[src/rtl/bxcvr_pkg.sv]
`timescale 1ns/1ps
package bxcvr_pkg;
  localparam int HALVES = 2;
  localparam int LANE_W = 8;
  localparam int BUS_W  = HALVES * LANE_W;

  // one direction's active-low controls
  typedef struct packed {
    logic ce_n;
    logic le_n;
    logic oe_n;
  } dir_ctrl_t;
endpackage

[src/rtl/bxcvr_dir.sv]
`timescale 1ns/1ps
module bxcvr_dir
  import bxcvr_pkg::*;
#(
  parameter int W = LANE_W
) (
  input  logic         clk,
  input  logic         rst_n,
  input  dir_ctrl_t    ctl,
  input  logic [W-1:0] src,
  output logic [W-1:0] dout,
  output logic         drive
);
  logic [W-1:0] store_q;
  logic         open;

  assign open = !ctl.ce_n && !ctl.le_n;

  always_ff @(posedge clk or negedge rst_n) begin
    if (!rst_n)    store_q <= '0;
    else if (open) store_q <= src;
  end

  assign dout  = open ? src : store_q;
  assign drive = rst_n && !ctl.ce_n && !ctl.oe_n;
endmodule

[src/rtl/bxcvr_half.sv]
`timescale 1ns/1ps
module bxcvr_half
  import bxcvr_pkg::*;
#(
  parameter int W = LANE_W
) (
  input  logic         clk,
  input  logic         rst_n,
  input  dir_ctrl_t    ab_ctl,
  input  dir_ctrl_t    ba_ctl,
  input  logic [W-1:0] a_in,
  input  logic [W-1:0] b_in,
  output logic [W-1:0] a_out,
  output logic [W-1:0] b_out,
  output logic         a_oe,
  output logic         b_oe
);
  bxcvr_dir #(.W(W)) u_ab (
    .clk(clk), .rst_n(rst_n), .ctl(ab_ctl),
    .src(a_in), .dout(b_out), .drive(b_oe)
  );

  bxcvr_dir #(.W(W)) u_ba (
    .clk(clk), .rst_n(rst_n), .ctl(ba_ctl),
    .src(b_in), .dout(a_out), .drive(a_oe)
  );
endmodule

[src/rtl/bxcvr_top.sv]
`timescale 1ns/1ps
module bxcvr_top
  import bxcvr_pkg::*;
#(
  parameter int NH = HALVES,
  parameter int LW = LANE_W,
  localparam int DW = NH * LW
) (
  input  logic          clk,
  input  logic          rst_n,
  input  logic [NH-1:0] ab_ce_n,
  input  logic [NH-1:0] ab_le_n,
  input  logic [NH-1:0] ab_oe_n,
  input  logic [NH-1:0] ba_ce_n,
  input  logic [NH-1:0] ba_le_n,
  input  logic [NH-1:0] ba_oe_n,
  input  logic [DW-1:0] a_in,
  output logic [DW-1:0] a_out,
  output logic [NH-1:0] a_oe,
  input  logic [DW-1:0] b_in,
  output logic [DW-1:0] b_out,
  output logic [NH-1:0] b_oe
);
  for (genvar h = 0; h < NH; h++) begin : g_half
    dir_ctrl_t ab_c, ba_c;
    assign ab_c = '{ce_n: ab_ce_n[h], le_n: ab_le_n[h], oe_n: ab_oe_n[h]};
    assign ba_c = '{ce_n: ba_ce_n[h], le_n: ba_le_n[h], oe_n: ba_oe_n[h]};

    bxcvr_half #(.W(LW)) u_half (
      .clk   (clk),
      .rst_n (rst_n),
      .ab_ctl(ab_c),
      .ba_ctl(ba_c),
      .a_in  (a_in[h*LW +: LW]),
      .b_in  (b_in[h*LW +: LW]),
      .a_out (a_out[h*LW +: LW]),
      .b_out (b_out[h*LW +: LW]),
      .a_oe  (a_oe[h]),
      .b_oe  (b_oe[h])
    );
  end
endmodule

[config.mk]
export PLATFORM = sky130hd
export DESIGN_NAME = bxcvr_top
export DESIGN_NICKNAME = d
export VERILOG_FILES = /design/src/rtl/bxcvr_pkg.sv /design/src/rtl/bxcvr_dir.sv /design/src/rtl/bxcvr_half.sv /design/src/rtl/bxcvr_top.sv
export SDC_FILE = /design/constraint.sdc
export NUM_CORES = 1
export LEC_CHECK = 0
export ABC_AREA = 1
export BUFFER_PORTS_ARGS = -buffer_cell sky130_fd_sc_hd__buf_2
export CAP_MARGIN = 30
export CORE_ASPECT_RATIO = 0.75
export CORE_MARGIN = 2
export CORE_UTILIZATION = 42
export DETAILED_ROUTE_END_ITERATION = 8
export GPL_TIMING_DRIVEN = 0
export PLACE_DENSITY = 0.77
export SYNTH_ARGS = -nofsm -noshare
export SYNTH_HDL_FRONTEND = slang
export SYNTH_SLANG_ARGS = --single-unit
[constraint.sdc]
create_clock -name clk -period 0.9 [get_ports clk]
set_input_delay 0.18 -clock clk [delete_from_list [all_inputs] [get_ports clk]]
set_output_delay 0.18 -clock clk [all_outputs]
set_load 0.03 [all_outputs]
### After elaboration in Yosys (flattened, before gate mapping)

Cells that the tools add are included.

* register bits: 32
* input bits: 46

* muxes and demuxes: 4
* reduce and logical (&&, ||, !) cells: 24

Operators by type and width (count)
* 8-bit two-way mux: 4
* 1-bit logical AND: 12
* 1-bit zero test: 12

### Logic depth before layout (Yosys ltp)

* depth in word-level cells: 3
* depth in mapped cells: 4

### Hierarchy

A second synthesis with hierarchy kept.

* cells, all modules: 140
* area total of the unflattened synthesis: 1321.3 um^2

Modules (own cells, without submodules)
* bxcvr_dir: instances 4, cells an instance 35, area an instance 330.3 um^2, seq. area each 200.2 um^2

### Least setup slack after synthesis

No wires, ideal clock.

* path type: input-to-output
* start: in ba_ce_n[0]
* end: out a_out[0]
* arrival: 0.755 ns
* setup slack: -0.035 ns
* stages on the path: 4
* cells stage by stage: buf_4 > nor2_4 > nand2_1 > nand2_1

* cells in the longest elaborated chain, start to end: 3

Ends and longest elaborated chain
* start, declared: line bxcvr_top.sv:14 `input logic [NH-1:0] ba_ce_n,`
* 1-bit zero test: line bxcvr_dir.sv:17 `assign open = !ctl.ce_n && !ctl.le_n;`
* 1-bit logical AND: line bxcvr_dir.sv:17
* 8-bit two-way mux: line bxcvr_dir.sv:24 `assign dout = open ? src : store_q;`
* end, declared: line bxcvr_top.sv:18 `output logic [DW-1:0] a_out,`

No other way between the ends.

### Worst setup path after layout

* start: reg g_half[1].u_half.u_ab.store_q[4]
* end: out b_out[12]

* cells in the longest elaborated chain, start to end: 1

Ends and longest elaborated chain
* start, declared: line bxcvr_dir.sv:14 `logic [W-1:0] store_q;`
* start signal, assigned: line bxcvr_dir.sv:21 `else if (open) store_q <= src;`
* 8-bit two-way mux
* end, declared: line bxcvr_top.sv:21 `output logic [DW-1:0] b_out,`

No other way between the ends.

==> flow_summary.json <==
{
  "run_status": "finished with violations",
  "violations_in_the_final_reports": "setup timing",
  "largest_incremental_delay_on_the_critical_path_ns": 0.35,
  "ir_worst_vdd_v": 0.001387,
  "syn_nets": 191,
  "worst_slew_margin_rel_pct": 81.47,
  "post-route-period-util_pct": 128.1,
  "final-setup-viol-count": 34,
  "worst_r2r_path_depth": 4,
  "wirelength_um": 4581,
  "antenna_violations_before_repair": 0,
  "most-common-layout-cells": "buf_6, buf_2, nand2_1, nand2_2, dfrtp_1",
  "die_w_um": 69.16,
  "htree_depth": 2,
  "wire_per_inst_um": 15.48,
  "timing.fmax_mhz": 867.3,
  "grt_start_max_net_pins": 17,
  "path_max_fanout": 2,
  "firstDrtPassIters": 4,
  "mostFrequentLayoutCell": "buf_6",
  "ys_seq_elements": 32,
  "final.min_clock_period_ns": 1.153,
  "netlist.area_leader.share_pct": 59.87,
  "syn-instance-count": 145,
  "clock_tree_from_tritoncts": "done",
  "remaining_drc_errors": 0,
  "p_per_area_nw_per_um2": 1727,
  "synth_area_per_cell_um2": 9.224,
  "detail-route-antenna-nets": 0,
  "synth_top_area_cell": "dfrtp_1",
  "via_count": 1447,
  "design_area_um2": 2575,
  "dpl.hpwl_um": 2409,
  "std_cell_rows": 17,
  "clk_pin_slew_ns": 0.06,
  "yosys_warnings": 0,
  "timing.critical_path.from_type": "flip-flop",
  "design.die.area_um2": 3656,
  "track_usage_pct": 24.18,
  "min_path_type": "input port to flip-flop",
  "floorplan.core_area_um2": 2999,
  "routabilityCongestion": 0.7635,
  "number_of_buffers_added_by_the_clock_tree_synthesis_step": 5,
  "cts.sinks": 32,
  "worstSetupEndpointType": "output port",
  "grt_pass1_wl_um": 6617,
  "io_pins": 82,
  "max_cap_viol_count": 0,
  "antenna_cells_inserted": 0,
  "vias_in_the_first_global_route": 1396,
  "synth_area_um2": 1338,
  "die_height_um": 52.87,
  "synth_top_cells_by_area": "dfrtp_1, nand2_1, o21ai_0, buf_4, nor2_4",
  "port-buffer-count": 77,
  "final_max_slew_viol_count": 0,
  "final_worst_clock_skew_ns": 0,
  "synth.yosys.seq_area_share_pct": 59.87,
  "clkLatencyLatePin_ns": 0.27,
  "worst_pin_slew_ns": 0.2779,
  "violation_count_after_the_first_detailed_route_iteration": 57,
  "globalRouteOverflowTotal": 0,
  "ctsRootBufferMaster": "clkbuf_8",
  "power.static_leakage_nw": 1.305,
  "syn_to_final_growth_pct": 92.52,
  "timing.critical_path.arrival_ns": 0.97,
  "unrepaired_setup_endpoints_after_global_routing": "yes",
  "placed_cell_area_um2": 1851,
  "timing.critical_path.cells": "o21ai_1, nand2_2, buf_6",
  "number_of_nets_at_the_end_of_the_flow": 304,
  "floorplan.initialDensity_pct": 44.60,
  "hold_viol": 0,
  "cts_buffer_depth": 2,
  "layout_setup_ws_ns": -0.2531,
  "drive_above_1_share_pct": 71.32,
  "yosysUniqueCellTypes": 8,
  "drt-vias-per-instance": 4.889,
  "place_ws_ns": -0.7933,
  "min_delay_path_depth": 3,
  "path_class": "flip-flop to output port",
  "critical-path-slowest-cell": "dfrtp_1",
  "critical_path_required_ns": 0.72
}
-- cells in the mapped netlist, drive strengths merged --
cell    n
buf     8
dfrtp  32
inv     1
nand2  64
nor2    4
nor3    4
o21ai  32
-- timing repair --
item | CTS | global route
hold buffers | 2 | 1
gates cloned | 1 | 0
endpoints found under the setup margin | 36 | 52
pin swaps | 19 | 26
hold endpoints to repair | 32 | 16
buffers inserted | 14 | 15
gates resized for setup | 123 | 26
-- state kept, by name, indices dropped and copies added (netlist names) --
register                    cells
g_half.u_half.u_ab.store_q     16
g_half.u_half.u_ba.store_q     16
-- area by class of cell --
type	instances	area (µm²)
Clock inverter	1	5.005
Multi-Input combinational cell	104	678.2
Inverter	1	6.256
Timing Repair Buffer	109	908.4
Buffer	5	56.30
Clock buffer	6	72.57
Tap cell	38	47.55
Fill cell	166	424.2
Sequential cell	32	800.8
-- metrics by stage --
step           hold slack [ns]  TNS [ns]  cells  utilization, %  power (mW)
2_1_floorplan          -0.1156         0    145               -       2.389
6_report                0.1414    -6.936    296           85.86       4.447
5_1_grt                 0.1323    -8.401    296           85.86       4.651
3_5_place_dp            0.2696    -8.622    260           61.70       2.768
4_1_cts                 0.1256    -10.98    284           79.60       4.245
3_3_place_gp            0.2709    -8.458    260           61.70       2.748
-- routing by layer --
| metal | vias up | global-route usage (%) | wire (µm) |
|---|---|---|---|
| li1 | 692 | - | - |
| met1 | 684 | 26.50 | 1744 |
| met2 | 58 | 43.91 | 2465 |
| met3 | 13 | 8.000 | 264 |
| met4 | 0 | 10.46 | 106 |
| met5 | - | 0 | 0 |
-- kinds of logic (layout without fill, tap and decap cells) --
logic type | Yosys count | after routing | synth area share, %
AND/OR/NAND/NOR | 72 | 72 | 22.82
buffers and inverters | 9 | 122 | 5.331
AO/OA/AOI/OAI | 32 | 32 | 11.97
flip-flops | 32 | 32 | 59.87
-- path summary, 6_finish.rpt --
check,startpoint,end,slack [ns]
setup / recovery,g_half[1].u_half.u_ab.store_q[4],b_out[12],-0.25
hold / removal,a_in[2],g_half[0].u_half.u_ab.store_q[2],0.14
setup reg to reg,g_half[1].u_half.u_ab.store_q[4],g_half[1].u_half.u_ab.store_q[4],-0.01
hold reg to reg,g_half[0].u_half.u_ba.store_q[0],g_half[0].u_half.u_ba.store_q[0],0.49
max in group asynchronous,rst_n,g_half[0].u_half.u_ab.store_q[5],0.32
min in group asynchronous,rst_n,g_half[1].u_half.u_ba.store_q[2],0.40
-- worst max-delay path, delay by kind of cell (launching register included) --
kind / cells / cell delay [ns]
AO/OA/AOI/OAI: 1 / 0.10
AND/OR/NAND/NOR: 1 / 0.09
flip-flops: 1 / 0.35
buffers and inverters: 1 / 0.15
-- power by group --
part           switching (mW)  total [mW]  internal (mW)
Sequential             0.0772        1.70           1.62
Combinational           0.938        1.75          0.815
Clock                   0.474       0.998          0.524
Note: power is estimated with default switching activity, not from simulation.
